==> src/rtl/rx_ring_pkg.sv <==
`timescale 1ns/1ps
package rx_ring_pkg;
    localparam int LEN_W     = 15;
    localparam int SIZE_W    = 11;
    localparam int OWN_BIT   = 31;
    localparam int EOR_BIT   = 25;
    localparam int ERR_BIT   = 15;
    localparam int LAST_BIT  = 8;
    localparam int DESC_STEP = 16;
    localparam int RING_ALIGN = 32;

    typedef enum logic [3:0] {
        ST_STOP, ST_IDLE, ST_CHK_STS, ST_CHK_CTL, ST_CHK_BUF,
        ST_DATA, ST_STATUS, ST_DROP
    } eng_state_e;

    typedef struct packed {
        logic              wrap;
        logic [SIZE_W-1:0] size;
    } ctl_t;

    function automatic logic [2:0] proc_code(eng_state_e s);
        case (s)
            ST_STOP:                          return 3'd0;
            ST_CHK_STS, ST_CHK_CTL, ST_CHK_BUF: return 3'd1;
            ST_DATA:                          return 3'd2;
            ST_STATUS:                        return 3'd3;
            ST_DROP:                          return 3'd4;
            default:                          return 3'd5;
        endcase
    endfunction

    function automatic logic [31:0] build_status(logic [LEN_W-1:0] len, logic es);
        return {1'b0, len, es, 6'b0, 1'b1, 8'b0};
    endfunction
endpackage

==> src/rtl/rx_ring_ptr.sv <==
`timescale 1ns/1ps
module rx_ring_ptr #(
    parameter int AW     = 32,
    parameter int STRIDE = 16,
    parameter int ALIGN  = 32
) (
    input  logic          clk,
    input  logic          rst,
    input  logic          load,
    input  logic          step,
    input  logic          wrap,
    input  logic [AW-1:0] base,
    output logic [AW-1:0] cur
);
    localparam int STRIDE_LSB = $clog2(STRIDE);
    logic [AW-1:0] base_al;

    assign base_al = base & ~AW'(ALIGN - 1);

    always_ff @(posedge clk) begin
        if (rst)       cur <= '0;
        else if (load) cur <= base_al;
        else if (step) cur <= wrap ? base_al : cur + AW'(STRIDE);
    end

    AST_PTR_ON_SLOT: assert property (@(posedge clk) disable iff (rst)
        cur[STRIDE_LSB-1:0] == '0);
    AST_WRAP_TO_BASE: assert property (@(posedge clk) disable iff (rst)
        (step && wrap && !load) |=> cur == $past(base_al));
endmodule

==> src/rtl/rx_byte_packer.sv <==
`timescale 1ns/1ps
module rx_byte_packer #(
    parameter int LEN_W  = 15,
    parameter int SIZE_W = 11
) (
    input  logic              clk,
    input  logic              rst,
    input  logic              clear,
    input  logic              take,
    input  logic              last,
    input  logic [7:0]        din,
    input  logic [SIZE_W-1:0] size_lim,
    output logic              wr_en,
    output logic [31:0]       wr_word,
    output logic [3:0]        wr_strb,
    output logic [LEN_W-3:0]  wr_idx,
    output logic [LEN_W-1:0]  count,
    output logic              over_now
);
    logic [31:0]      acc;
    logic             over_q;
    logic [1:0]       lane;
    logic             room;
    logic [LEN_W-1:0] cnt_nx;
    logic [LEN_W-1:0] lim;

    assign lane   = count[1:0];
    assign lim    = LEN_W'(size_lim);
    assign room   = count < lim;
    assign cnt_nx = count + 1'b1;
    assign wr_idx = count[LEN_W-1:2];
    assign wr_word = ((lane == 2'd0) ? 32'h0 : acc) | (32'(din) << {lane, 3'b000});
    assign wr_en  = take && room && (lane == 2'd3 || last || cnt_nx == lim);
    assign over_now = over_q || (take && !room);

    always_comb begin
        case (lane)
            2'd0:    wr_strb = 4'b0001;
            2'd1:    wr_strb = 4'b0011;
            2'd2:    wr_strb = 4'b0111;
            default: wr_strb = 4'b1111;
        endcase
    end

    always_ff @(posedge clk) begin
        if (rst || clear) begin
            count  <= '0;
            acc    <= '0;
            over_q <= 1'b0;
        end else if (take) begin
            count  <= cnt_nx;
            over_q <= over_now;
            if (room) acc <= wr_word;
        end
    end

    AST_OVER_STICKY: assert property (@(posedge clk) disable iff (rst)
        (over_q && !clear) |=> over_q);
endmodule

==> src/rtl/rx_ring_engine.sv <==
`timescale 1ns/1ps
module rx_ring_engine
    import rx_ring_pkg::*;
#(
    parameter int MISS_W = 16
) (
    input  logic              clk,
    input  logic              rst,
    input  logic              rx_en,
    input  logic [31:0]       ring_base,
    input  logic              in_valid,
    input  logic [7:0]        in_data,
    input  logic              in_last,
    input  logic              in_err,
    output logic              in_ready,
    output logic              mem_req,
    output logic              mem_we,
    output logic [31:0]       mem_addr,
    output logic [31:0]       mem_wdata,
    output logic [3:0]        mem_wstrb,
    input  logic [31:0]       mem_rdata,
    output logic [MISS_W-1:0] miss_count,
    output logic [2:0]        proc_state
);
    eng_state_e       state, state_nx;
    ctl_t             ctl_q;
    logic [31:0]      buf_base;
    logic             err_seen;
    logic [LEN_W-1:0] len_q;
    logic             es_q;
    logic [31:0]      cur;

    logic             take;
    logic             pk_wr;
    logic [31:0]      pk_word;
    logic [3:0]       pk_strb;
    logic [LEN_W-3:0] pk_idx;
    logic [LEN_W-1:0] pk_count;
    logic             pk_over;

    assign in_ready   = (state == ST_DATA) || (state == ST_DROP);
    assign take       = in_ready && in_valid;
    assign proc_state = proc_code(state);

    rx_ring_ptr #(.AW(32), .STRIDE(DESC_STEP), .ALIGN(RING_ALIGN)) u_ptr (
        .clk  (clk),
        .rst  (rst),
        .load (state == ST_STOP && rx_en),
        .step (state == ST_STATUS),
        .wrap (ctl_q.wrap),
        .base (ring_base),
        .cur  (cur)
    );

    rx_byte_packer #(.LEN_W(LEN_W), .SIZE_W(SIZE_W)) u_pack (
        .clk      (clk),
        .rst      (rst),
        .clear    (state == ST_CHK_BUF),
        .take     (take && state == ST_DATA),
        .last     (in_last),
        .din      (in_data),
        .size_lim (ctl_q.size),
        .wr_en    (pk_wr),
        .wr_word  (pk_word),
        .wr_strb  (pk_strb),
        .wr_idx   (pk_idx),
        .count    (pk_count),
        .over_now (pk_over)
    );

    always_comb begin
        mem_req   = 1'b0;
        mem_we    = 1'b0;
        mem_addr  = '0;
        mem_wdata = '0;
        mem_wstrb = '0;
        state_nx  = state;
        case (state)
            ST_STOP: if (rx_en) state_nx = ST_IDLE;
            ST_IDLE: begin
                if (!rx_en) state_nx = ST_STOP;
                else if (in_valid) begin
                    mem_req  = 1'b1;
                    mem_addr = cur;
                    state_nx = ST_CHK_STS;
                end
            end
            ST_CHK_STS: begin
                if (mem_rdata[OWN_BIT]) begin
                    mem_req  = 1'b1;
                    mem_addr = cur + 32'd4;
                    state_nx = ST_CHK_CTL;
                end else begin
                    state_nx = ST_DROP;
                end
            end
            ST_CHK_CTL: begin
                mem_req  = 1'b1;
                mem_addr = cur + 32'd8;
                state_nx = ST_CHK_BUF;
            end
            ST_CHK_BUF: state_nx = ST_DATA;
            ST_DATA: begin
                if (pk_wr) begin
                    mem_req   = 1'b1;
                    mem_we    = 1'b1;
                    mem_addr  = buf_base + {{(32-LEN_W){1'b0}}, pk_idx, 2'b00};
                    mem_wdata = pk_word;
                    mem_wstrb = pk_strb;
                end
                if (take && in_last) state_nx = ST_STATUS;
            end
            ST_STATUS: begin
                mem_req   = 1'b1;
                mem_we    = 1'b1;
                mem_addr  = cur;
                mem_wdata = build_status(len_q, es_q);
                mem_wstrb = 4'hF;
                state_nx  = ST_IDLE;
            end
            ST_DROP: if (take && in_last) state_nx = ST_IDLE;
            default: state_nx = ST_STOP;
        endcase
    end

    always_ff @(posedge clk) begin
        if (rst) begin
            state      <= ST_STOP;
            ctl_q      <= '0;
            buf_base   <= '0;
            err_seen   <= 1'b0;
            len_q      <= '0;
            es_q       <= 1'b0;
            miss_count <= '0;
        end else begin
            state <= state_nx;
            if (state == ST_CHK_STS && !mem_rdata[OWN_BIT])
                miss_count <= miss_count + 1'b1;
            if (state == ST_CHK_CTL) begin
                ctl_q.size <= mem_rdata[SIZE_W-1:0];
                ctl_q.wrap <= mem_rdata[EOR_BIT];
            end
            if (state == ST_CHK_BUF) begin
                buf_base <= mem_rdata & ~32'h3;
                err_seen <= 1'b0;
            end
            if (state == ST_DATA && take) begin
                err_seen <= err_seen || in_err;
                if (in_last) begin
                    len_q <= pk_count + 1'b1;
                    es_q  <= err_seen || in_err || pk_over;
                end
            end
        end
    end

    AST_STOPPED_QUIET: assert property (@(posedge clk) disable iff (rst)
        (state == ST_STOP) |-> (!in_ready && !mem_req));
    AST_MISS_ON_UNOWNED: assert property (@(posedge clk) disable iff (rst)
        (state == ST_CHK_STS && !mem_rdata[OWN_BIT]) |=> miss_count == $past(miss_count) + 1'b1);
    AST_DROP_NO_WRITE: assert property (@(posedge clk) disable iff (rst)
        (state == ST_DROP) |-> !mem_we);
    AST_STATUS_RETURNS_OWN: assert property (@(posedge clk) disable iff (rst)
        (mem_we && mem_addr == cur) |-> (!mem_wdata[OWN_BIT] && mem_wdata[LAST_BIT]));
    AST_DATA_IN_BUF: assert property (@(posedge clk) disable iff (rst)
        (mem_we && state == ST_DATA) |-> (mem_addr - buf_base) < {21'b0, ctl_q.size});
    AST_NO_WRITE_AFTER_STATUS: assert property (@(posedge clk) disable iff (rst)
        (state == ST_STATUS) |=> !mem_we);
endmodule

==> config.mk <==
export PLATFORM = sky130hd
export DESIGN_NAME = rx_ring_engine
export DESIGN_NICKNAME = d
export VERILOG_FILES = /design/src/rtl/rx_ring_pkg.sv /design/src/rtl/rx_ring_ptr.sv /design/src/rtl/rx_byte_packer.sv /design/src/rtl/rx_ring_engine.sv
export SDC_FILE = /design/constraint.sdc
export NUM_CORES = 1
export LEC_CHECK = 0
export CAP_MARGIN = 20
export CORE_AREA = 2 2 121 169
export CTS_CLUSTER_SIZE = 40
export DETAILED_ROUTE_END_ITERATION = 8
export DIE_AREA = 0 0 123 171
export PLACE_DENSITY = 0.88
export SETUP_SLACK_MARGIN = 0.1
export SKIP_LAST_GASP = 1
export SLEW_MARGIN = 20
export SYNTH_ARGS = -nofsm -noshare
export SYNTH_HDL_FRONTEND = slang
export SYNTH_SLANG_ARGS = --single-unit
==> constraint.sdc <==
create_clock -name clk -period 4.1 [get_ports clk]
set_input_delay 0.82 -clock clk [delete_from_list [all_inputs] [get_ports clk]]
set_output_delay 0.82 -clock clk [all_outputs]
set_load 0.02 [all_outputs]
* Yosys cells after proc, flatten, opt, wreduce, memory -nomap -nowiden
Index checks and enable logic that the tools add are counted.
Word-level totals: bits in registers 159
Cells by class: $lt $le $gt $ge 1, add/subtract/negate cells 6, eq/ne operators 15, shift operators 1, bitwise logic cells 1, mux-type cells 30, reductions and logical operators 27
Operators by type and width (count):
- 32-bit 2-to-1 mux | 9
- 32-bit case mux with 5 select lines | 1
- 32-bit case mux with 2 select lines | 1
- 32-bit by 15-bit adder with 32-bit output | 1
- 32-bit by 3-bit adder with 32-bit output (second input constant) | 1
- 32-bit by 4-bit adder with 32-bit output (second input constant) | 1
- 32-bit by 5-bit adder with 32-bit output (second input constant) | 1
- 32-bit bitwise OR | 1
- 4-bit case mux with 8 select lines | 1
- 8-bit by 5-bit << shifter with 32-bit output | 1
- 4-bit 2-to-1 mux | 6
- 16-bit by 1-bit adder with 16-bit output (second input constant) | 1
- 4-bit by 3-bit equality test with 1-bit output (second input constant) | 4
- 15-bit by 1-bit adder with 15-bit output (second input constant) | 1
- 15-bit by 11-bit equality test with 1-bit output | 1
- 15-bit by 11-bit less-than comparator with 1-bit output | 1
- 3-bit case mux with 5 select lines | 1
- 4-bit case mux with 3 select lines | 1
- 4-bit by 2-bit equality test with 1-bit output (second input constant) | 2
- 1-bit logical AND | 8
- 4-bit case mux with 2 select lines | 1
- 1-bit logical OR | 7
- 1-bit 2-to-1 mux | 6
- 2-bit equality test (second input constant) | 2
- 16 further kinds | 21

* Longest topological paths before layout
Gate-level depths: netlist of run 1.
depth after elaboration 8, gate-level depth with buffers 14, mapped depth without buffers 10

* Cells and area by module
A second synthesis of run 1 with hierarchy kept.
Second synthesis, totals: cell total of the unflattened synthesis 1436, area, all modules 10895.4 um^2
By module, submodules not included:
- rx_ring_engine | area each 5790.6 um^2, instances 1, cells each 784, sequential area each 1561.5 um^2
- rx_byte_packer | area each 3027.9 um^2, instances 1, cells each 390, sequential area each 960.9 um^2
- rx_ring_ptr | area each 2077.0 um^2, instances 1, cells each 262, sequential area each 640.6 um^2

* Worst setup path before layout of run 1
OpenSTA, ideal clock, no wires.
path kind register -> output, from reg u_pack.count[1], to out mem_addr[10], buffers on the path 3, slack 0.519 ns, cell stages (with the launch flop) 13, arrival 2.761 ns, required time 3.280 ns, cell sequence dfxtp_1 ha_1 buf_2 and4_1 buf_2 nand2_1 xor2_1 xnor2_1 o211ai_1 o41ai_2 nand4_1 clkbuf_1 o21ai_0
On the way: longest elaborated chain between the ends 6, elaborated cells between the ends (all ways) 10
Ends and longest elaborated chain:
- start, declared | RTL line rx_byte_packer.sv:17 | output logic [LEN_W-1:0] count,
- start signal, assigned | RTL line rx_byte_packer.sv:51 | count <= cnt_nx;
- 15-bit by 1-bit adder with 15-bit output / 2-bit equality test (equally long branches) | RTL line rx_byte_packer.sv:30, rx_byte_packer.sv:33
- 15-bit by 11-bit equality test with 1-bit output / 1-bit logical OR (equally long branches) | RTL line rx_byte_packer.sv:33 | assign wr_en = take && room && (lane == 2'd3 || last || cnt_nx == lim);
- 1-bit logical OR | RTL line rx_byte_packer.sv:33
- 1-bit logical AND (*) | RTL line rx_byte_packer.sv:33
- 32-bit 2-to-1 mux (*) | RTL line rx_ring_engine.sv:104 | if (pk_wr) begin
- 32-bit case mux with 5 select lines (*) | RTL line rx_ring_engine.sv:78 | case (state)
- end, declared | RTL line rx_ring_engine.sv:18 | output logic [31:0] mem_addr,
Mark *: on every way between the ends. The rest lies on a longest branch, timed or not.

* Worst setup path in the final report of run 1
from reg u_pack.count[6], to out mem_addr[30]
On the way: longest elaborated chain between the ends 6, elaborated cells between the ends (all ways) 9
Ends and longest elaborated chain:
- 15-bit by 1-bit adder with 15-bit output | RTL line rx_byte_packer.sv:30 | assign cnt_nx = count + 1'b1;
- 15-bit by 11-bit equality test with 1-bit output | RTL line rx_byte_packer.sv:33
- 1-bit logical OR | RTL line rx_byte_packer.sv:33
- 1-bit logical AND | RTL line rx_byte_packer.sv:33
- 32-bit 2-to-1 mux (*) | RTL line rx_ring_engine.sv:104
- 32-bit case mux with 5 select lines (*) | RTL line rx_ring_engine.sv:78
Marked as above.

==> flow_summary.yaml, run 1 <==
finish:
  drive_gt1_share_pct: 21.60
  fillers: 1576
  final_util_pct: 71.44
  regArea_mm2: 0.003184
  final_area_mm2: 0.01407
  syn_to_final_growth_pct: 35.78
  fin_nets: 1759
  antenna_cells: 0
  layout.cells.non_filler: 1914
  multi_input_area_mm2: 0.007064
synthesis:
  synth-seq-cells: 158
  ys_seq_area_share_pct: 30.53
  synth_edf_count: 0
  yosys_warnings: 0
  async_flop_share_pct: 0
  syn_avg_cell_area_um2: 7.265
  synth_area_mm2: 0.01036
  synth_cell_type_count: 75
  ys.flop_type: "dfxtp_1"
  synth_fp_nets: 1536
  synth_cells: 1426
flow_run:
  maxCapViolations: 0
sta:
  skew_ns: 0.01014
  hold_violations: 0
  finalCritPeriodShare_pct: 98.73
  slew_viol_final: 0
  worst_slew_pin_slew_ns: 0.9340
  fin_crit_ns: 4.048
  grt_setup_unrepaired: "yes"
  slew_headroom_pct: 37.73
  whs_ns: 0.4637
  setup_viol: 0
  max_freq_ghz: 0.2470
critical_path:
  cp-start-kind: "flop"
  timing.rr.start: "u_pack.count[6]"
  crit_path_end_kind: "output port"
  crit_required_ns: 3.28
  timing.critical_path.from: "u_pack.count[6]"
  crit_top_cell: "buf_4"
  cp_cell_sequence: "buf_4 > ha_1 > a211o_1 > o221ai_1 > a21o_1 > a21oi_1 > o21ai_1 > nand4_1 > buf_6 > buf_12 > o21ai_0 > buf_4 > clkdlybuf4s15_2"
  crit_arrival_ns: 3.23
  max_stage_delay_ns: 0.36
  path_class: "reg2out"
  worstRegToRegCells: 10
  reg2reg_slack_ns: 0.84
  cpMaxStageDelayCell: "dfxtp_2"
  path_max_fanout: 5
  r2r-end: "u_pack.acc[14]"
status:
  status: "finished clean"
place:
  dp.cells: 1868
  place.port_buffers: 162
  dp_hpwl_um: 27590
  placed_cell_area_mm2: 0.01285
  gp_congestion: 0.9821
pwr:
  powerDensity_mw_per_mm2: 272.1
  p_leak_nw: 5.048
  peakVddDrop_v: 0.0002655
clock_tree:
  htreeDepth: 4
  insertion_delay_ns: 0.44
  ctsRootBufferMaster: "clkbuf_16"
  hold_buffers: 0
  clock_sinks: 158
  cts_buffers: 17
  clk_path_buf_depth: 2
  cts_tree: "built"
  clk_pin_slew_worst_paths_ns: 0.07
global_routing:
  overflow: 0
  grt_max_degree: 67
  grt.total_usage_pct: 35.75
  grt_pass1_vias: 11060
  antenna_found_initial: 0
  grt_pass1_wl_um: 58530
die:
  rows: 61
  die_h_um: 171
  core_area_mm2: 0.01969
  die_w_um: 123
  start_util_pct: 52.61
  io_pins: 168
  dieArea_mm2: 0.02103
detailed_routing:
  dr.pass1.iters: 5
  detail-route-antenna-nets: 0
  wire_per_inst_um: 20.71
  drt-total-wl_um: 39650
  drt_first_iter_violations: 1240
  drcViolationCount: 0
  vias: 11870
  via_per_inst: 6.200
hold_path:
  hold_end: "ctl_q[6]"
  min_from: "ctl_q[6]"
  hold_path_class: "reg2reg"
  min_path_cells: 2
## logic make-up (layout without fill, tap and decap cells)
family / count (synthesis) / count (layout) / synth area share, %
AOI/OAI and AO/OA: 419 / 419 / 25.19
xor gates and xnor gates: 69 / 69 / 5.833
adders and majority gates: 33 / 33 / 4.034
buffers and inverters: 138 / 374 / 5.809
DFF: 158 / 158 / 30.53
muxes: 18 / 18 / 1.739
and+or+nand+nor: 591 / 591 / 26.86
## per-stage QoR
step           total power (W)  setup TNS, ns  setup WS (ns)
2_1_floorplan         0.001914              0         0.5191
3_3_place_gp          0.002149        -0.7237        -0.1104
3_5_place_dp          0.002158         -1.052        -0.1240
4_1_cts               0.003789              0        0.09144
5_1_grt               0.003926        -0.1298       -0.06822
6_report              0.003827              0        0.05209
## critical path: cells and delay by family, from the launching register on
kind / cells / cell delay, ns
buffers and inverters: 5 / 0.91
AOI/OAI and AO/OA: 6 / 1.05
adders and majority gates: 1 / 0.30
DFF: 1 / 0.36
and+or+nand+nor: 1 / 0.16
## registers in the layout (all words and copies together) (netlist names)
name	cells
u_pack.acc	32
u_ptr.cur	32
buf_base	30
miss_count	16
len_q	15
u_pack.count	15
ctl_q	12
state	3
err_seen	1
es_q	1
u_pack.over_q	1
## metal layers
metal / routed length [um] / GRT usage (%) / share of wire [%] / up-vias
li1: - / - / - / 5483
met1: 14340 / 40.85 / 36 / 5569
met2: 19790 / 63.25 / 50 / 615
met3: 2595 / 4.600 / 6.5 / 200
met4: 2927 / 20.16 / 7.4 / 0
met5: 0 / 0 / 0 / -
## report_power, final
| group | total, W | switching [W] | internal (W) |
|---|---|---|---|
| combinational | 0.000528 | 0.000304 | 0.000224 |
| sequential | 0.00163 | 0.0000592 | 0.00157 |
| clock | 0.00167 | 0.000754 | 0.000918 |
| total | 0.00383 | 0.00112 | 0.00271 |
## cell type report
| type | instances | area share, % |
|---|---|---|
| repair buffers | 303 | 19.58 |
| clock buffers | 17 | 3.024 |
| inverters | 39 | 1.041 |
| multi-input cells | 1130 | 50.22 |
| clock inverters | 15 | 1.263 |
| flip-flops and latches | 158 | 22.64 |
| well taps | 252 | 2.241 |
## worst max path at each step
stage                         to  slack (ns)  cells after the start
global placement    mem_addr[18]       -0.11                     11
CTS                  mem_addr[7]        0.09                     13
detailed placement  mem_addr[18]       -0.12                     11
global route        mem_addr[30]       -0.07                     13
finish              mem_addr[30]        0.05                     13
floorplan           mem_addr[10]        0.52                     12
## synth_stat cells (4+ instances only)
library cell,number,share of area [%]
nand3_1,35,1.7
nor2_1,139,5.0
nor3b_1,9,0.65
buf_4,8,0.58
a211oi_1,19,1.4
o211ai_1,5,0.36
a22oi_1,4,0.29
nor2b_1,23,1.4
or3_1,20,1.2
nand2b_1,8,0.48
a221oi_1,9,0.76
a21oi_1,164,7.9
buf_2,7,0.34
o21ai_2,18,1.5
a21o_1,6,0.43
inv_1,39,1.4
o31a_1,4,0.34
xor2_1,25,2.1
o21a_1,8,0.58
o21ai_0,100,4.8
ha_1,31,3.7
o22ai_1,7,0.42
mux2i_1,18,1.7
and3_1,11,0.66
clkbuf_1,71,2.6
nand2_1,217,7.9
buf_6,6,0.65
buf_1,7,0.25
nor3_1,43,2.1
nand4_1,20,1.2
xnor2_1,44,3.7
a31o_2,15,1.3
a31oi_1,14,0.85
and4_1,7,0.59
and2_1,29,1.8
a2bb2oi_1,16,1.4
dfxtp_1,158,31
nor4_1,7,0.42
## cells in the final DEF (no fill, tap or decap), types with 11 or more instances in the layout
cell and count:
xnor2_1 40, ha_1 26, nor2_1 131, nor3_1 41, nand3_1 35, o21ai_4 21
buf_2 11, buf_4 149, o21ai_0 74, o21ai_2 14, clkbuf_16 20, clkdlybuf4s50_1 94
a21oi_1 162, a31oi_1 14, xor2_1 22, nor2b_1 23, and3_1 11, nand4_1 20
dfxtp_1 149, nand2_1 216, a211oi_1 17, mux2i_1 18, or3_1 19, inv_1 37
a2bb2oi_1 16, and2_1 29, buf_6 34, a31o_2 15
## repair_timing
item	CTS	global route
gates cloned	2	3
gates resized for setup	326	169
setup endpoints to repair	67	67
pin swaps	9	27
buffers inserted	6	3
Power figures use the tool's default switching activity.
==> run 2, diff against run 1 <==
--- a/config.mk
+++ b/config.mk
@@ -6,11 +6,11 @@
 export NUM_CORES = 1
 export LEC_CHECK = 0
 export CAP_MARGIN = 20
-export CORE_AREA = 2 2 121 169
+export CORE_AREA = 2 2 126 178
 export CTS_CLUSTER_SIZE = 40
 export DETAILED_ROUTE_END_ITERATION = 8
-export DIE_AREA = 0 0 123 171
-export PLACE_DENSITY = 0.88
+export DIE_AREA = 0 0 128 180
+export PLACE_DENSITY = 0.85
 export SETUP_SLACK_MARGIN = 0.1
 export SKIP_LAST_GASP = 1
 export SLEW_MARGIN = 20
==> constraint.sdc (replaced) <==
create_clock -name clk -period 3.25 [get_ports clk]
set_input_delay 0.65 -clock clk [delete_from_list [all_inputs] [get_ports clk]]
set_output_delay 0.65 -clock clk [all_outputs]
set_load 0.02 [all_outputs]
==> run 2 against run 1 <==
The run now ends with setup timing left. Global-route usage fell by 0.19 points. Flip-flop and latch count did not move. Register-to-register slack got worse by 0.62 ns. Die area rose by 9.5%. Sequential power rose by 25%. Sequential share of layout area fell by 2.3 points. Combinational power rose by 52%. Clock skew fell by 0.0015 ns. Power rose by 31%. Via count rose by 5.0%. Largest cell class unchanged.
==> flow_summary.yaml, run 2 (synthesis results as in run 1) <==
status:
  status: "finished with violations"
  violations: "setup timing"
sta:
  whs_ns: 0.4636
  skew_ns: 0.008680
  max_freq_ghz: 0.2668
  hold_violations: 0
  setup_viol: 68
  slew_viol_final: 0
  finalCritPeriodShare_pct: 115.3
  grt_setup_unrepaired: "yes"
  slew_headroom_pct: 34.08
  worst_slew_pin_slew_ns: 0.9889
  fin_ws_ns: -0.4986
  fin_crit_ns: 3.749
critical_path:
  crit_path_end_kind: "output port"
  worstRegToRegCells: 13
  path_class: "reg2out"
  crit_arrival_ns: 3.10
  path_max_fanout: 9
  crit_required_ns: 2.60
  cp-start-kind: "flop"
pwr:
  intPower_w: 0.003668
  seqPwrFrac_pct: 40.5
  combPwrFrac_pct: 16.0
  clock_power_share_pct: 43.5
  p_switching_w: 0.001340
  peakVddDrop_v: 0.0003518
  power_w: 0.005009
  power_switching_share_pct: 26.76
  powerDensity_mw_per_mm2: 320.0
  p_leak_nw: 5.767
detailed_routing:
  vias: 12460
  dr.pass1.iters: 8
  drcViolationCount: 0
  detail-route-antenna-nets: 0
  drt-total-wl_um: 41810
  drt_first_iter_violations: 1280
  via_per_inst: 6.087
  wire_per_inst_um: 20.43
clock_tree:
  clock_sinks: 158
  cts_tree: "built"
  ctsRootBufferMaster: "clkbuf_16"
  htreeDepth: 4
  cts_buffers: 17
  clk_pin_slew_worst_paths_ns: 0.07
  clk_path_buf_depth: 2
  insertion_delay_ns: 0.44
die:
  die_h_um: 180
  io_pins: 168
  core_area_mm2: 0.02146
  start_util_pct: 48.27
  die_w_um: 128
  rows: 64
  dieArea_mm2: 0.02304
global_routing:
  grt_pass1_vias: 12250
  grt_pass1_wl_um: 64940
  grt.total_usage_pct: 35.56
  grt_max_degree: 55
  antenna_found_initial: 2
  overflow: 0
finish:
  layout_common_cells: "buf_4 (245), nand2_1 (214), a21oi_1 (159)"
  fillers: 1500
  reg.largest.list: "u_pack.acc: 32 flops, u_ptr.cur: 32 flops, buf_base: 30 flops"
  final_common_cell: "buf_4"
  syn_to_final_growth_pct: 51.09
  drive_gt1_share_pct: 28.52
  multi_input_area_mm2: 0.007486
  regArea_mm2: 0.003181
  fin_nets: 1879
  layout.cells.non_filler: 2047
place:
  dp.cells: 1997
  gp_congestion: 1.015
  dp_hpwl_um: 29520
  place.port_buffers: 162
hold_path:
  hold_path_class: "reg2reg"
  min_path_cells: 2
flow_run:
  maxCapViolations: 0
## run 2: cell count changes in the layout (fill, tap and decap cells not counted), moves of 8 or more
cell     previous run  this run
buf_6              34        72
buf_4             149       245
o21ai_2            14         6
buf_2              11         0
o21ai_4            21        37
nor2_4              2        16
## run 2: metal layers
metal	global-route usage, %	part of all wire [%]	vias to the layer above
met5	0	0	-
met4	20.22	6.5	0
met3	5.208	6.3	191
met2	63.29	51	660
met1	39.93	37	5902
li1	-	-	5707
## run 2: worst paths after layout
check                   from  slack [ns]             to
max          u_pack.count[0]       -0.50   mem_addr[22]
min                 ctl_q[8]        0.46       ctl_q[8]
max reg2reg  u_pack.count[1]        0.22  u_pack.acc[4]
min reg2reg         ctl_q[8]        0.46       ctl_q[8]
## run 2: cell type report
| class | count | share of cell area, % |
|---|---|---|
| inverter | 39 | 0.9672 |
| clock inverter | 9 | 1.007 |
| clock buffer | 22 | 2.974 |
| antenna | 2 | 0.03197 |
| tap | 264 | 2.110 |
| multi-input combinational | 1130 | 47.83 |
| sequential | 158 | 20.32 |
| timing repair buffer | 423 | 24.76 |
## run 2: repair_timing
action                                  in CTS  in global routing
endpoints found under the setup margin      70                 83
hold buffers                                 0                  0
pin swaps                                   71                 21
resized for setup                          518                 32
cloned                                       4                  0
setup buffers                               11                  2
## run 2: power groups by stage
stage / sequential, W / combinational [W] / clock, W
2_1_floorplan: 0.00206 / 0.000368 / 0
3_3_place_gp: 0.00207 / 0.000735 / 0
3_5_place_dp: 0.00207 / 0.000748 / 0
4_1_cts: 0.00203 / 0.000770 / 0.00217
5_1_grt: 0.00204 / 0.000849 / 0.00227
6_report: 0.00203 / 0.000800 / 0.00218
## run 2: through the flow
stage	TNS [ns]	cell area [um^2]	utilization (%)	setup WS, ns
6_report	-28.58	15650	72.94	-0.4986
5_1_grt	-33.80	15650	72.94	-0.5809
4_1_cts	-24.84	15470	72.07	-0.4137
3_5_place_dp	-35.30	14060	65.50	-0.8370
3_3_place_gp	-31.62	14060	65.50	-0.7002
2_1_floorplan	0	10690	-	0.06937
## run 2: critical path, cell delays in order, from the launching register on
cell and delay (ns):
dfxtp_4 0.39, buf_4 0.14, nand2_2 0.06, or2_4 0.27, nor2_4 0.13, a31oi_2 0.11, or3_4 0.40, o41ai_2 0.21
nand4_1 0.14, buf_6 0.16, buf_12 0.15, buf_12 0.16, o21ai_1 0.16, buf_4 0.17
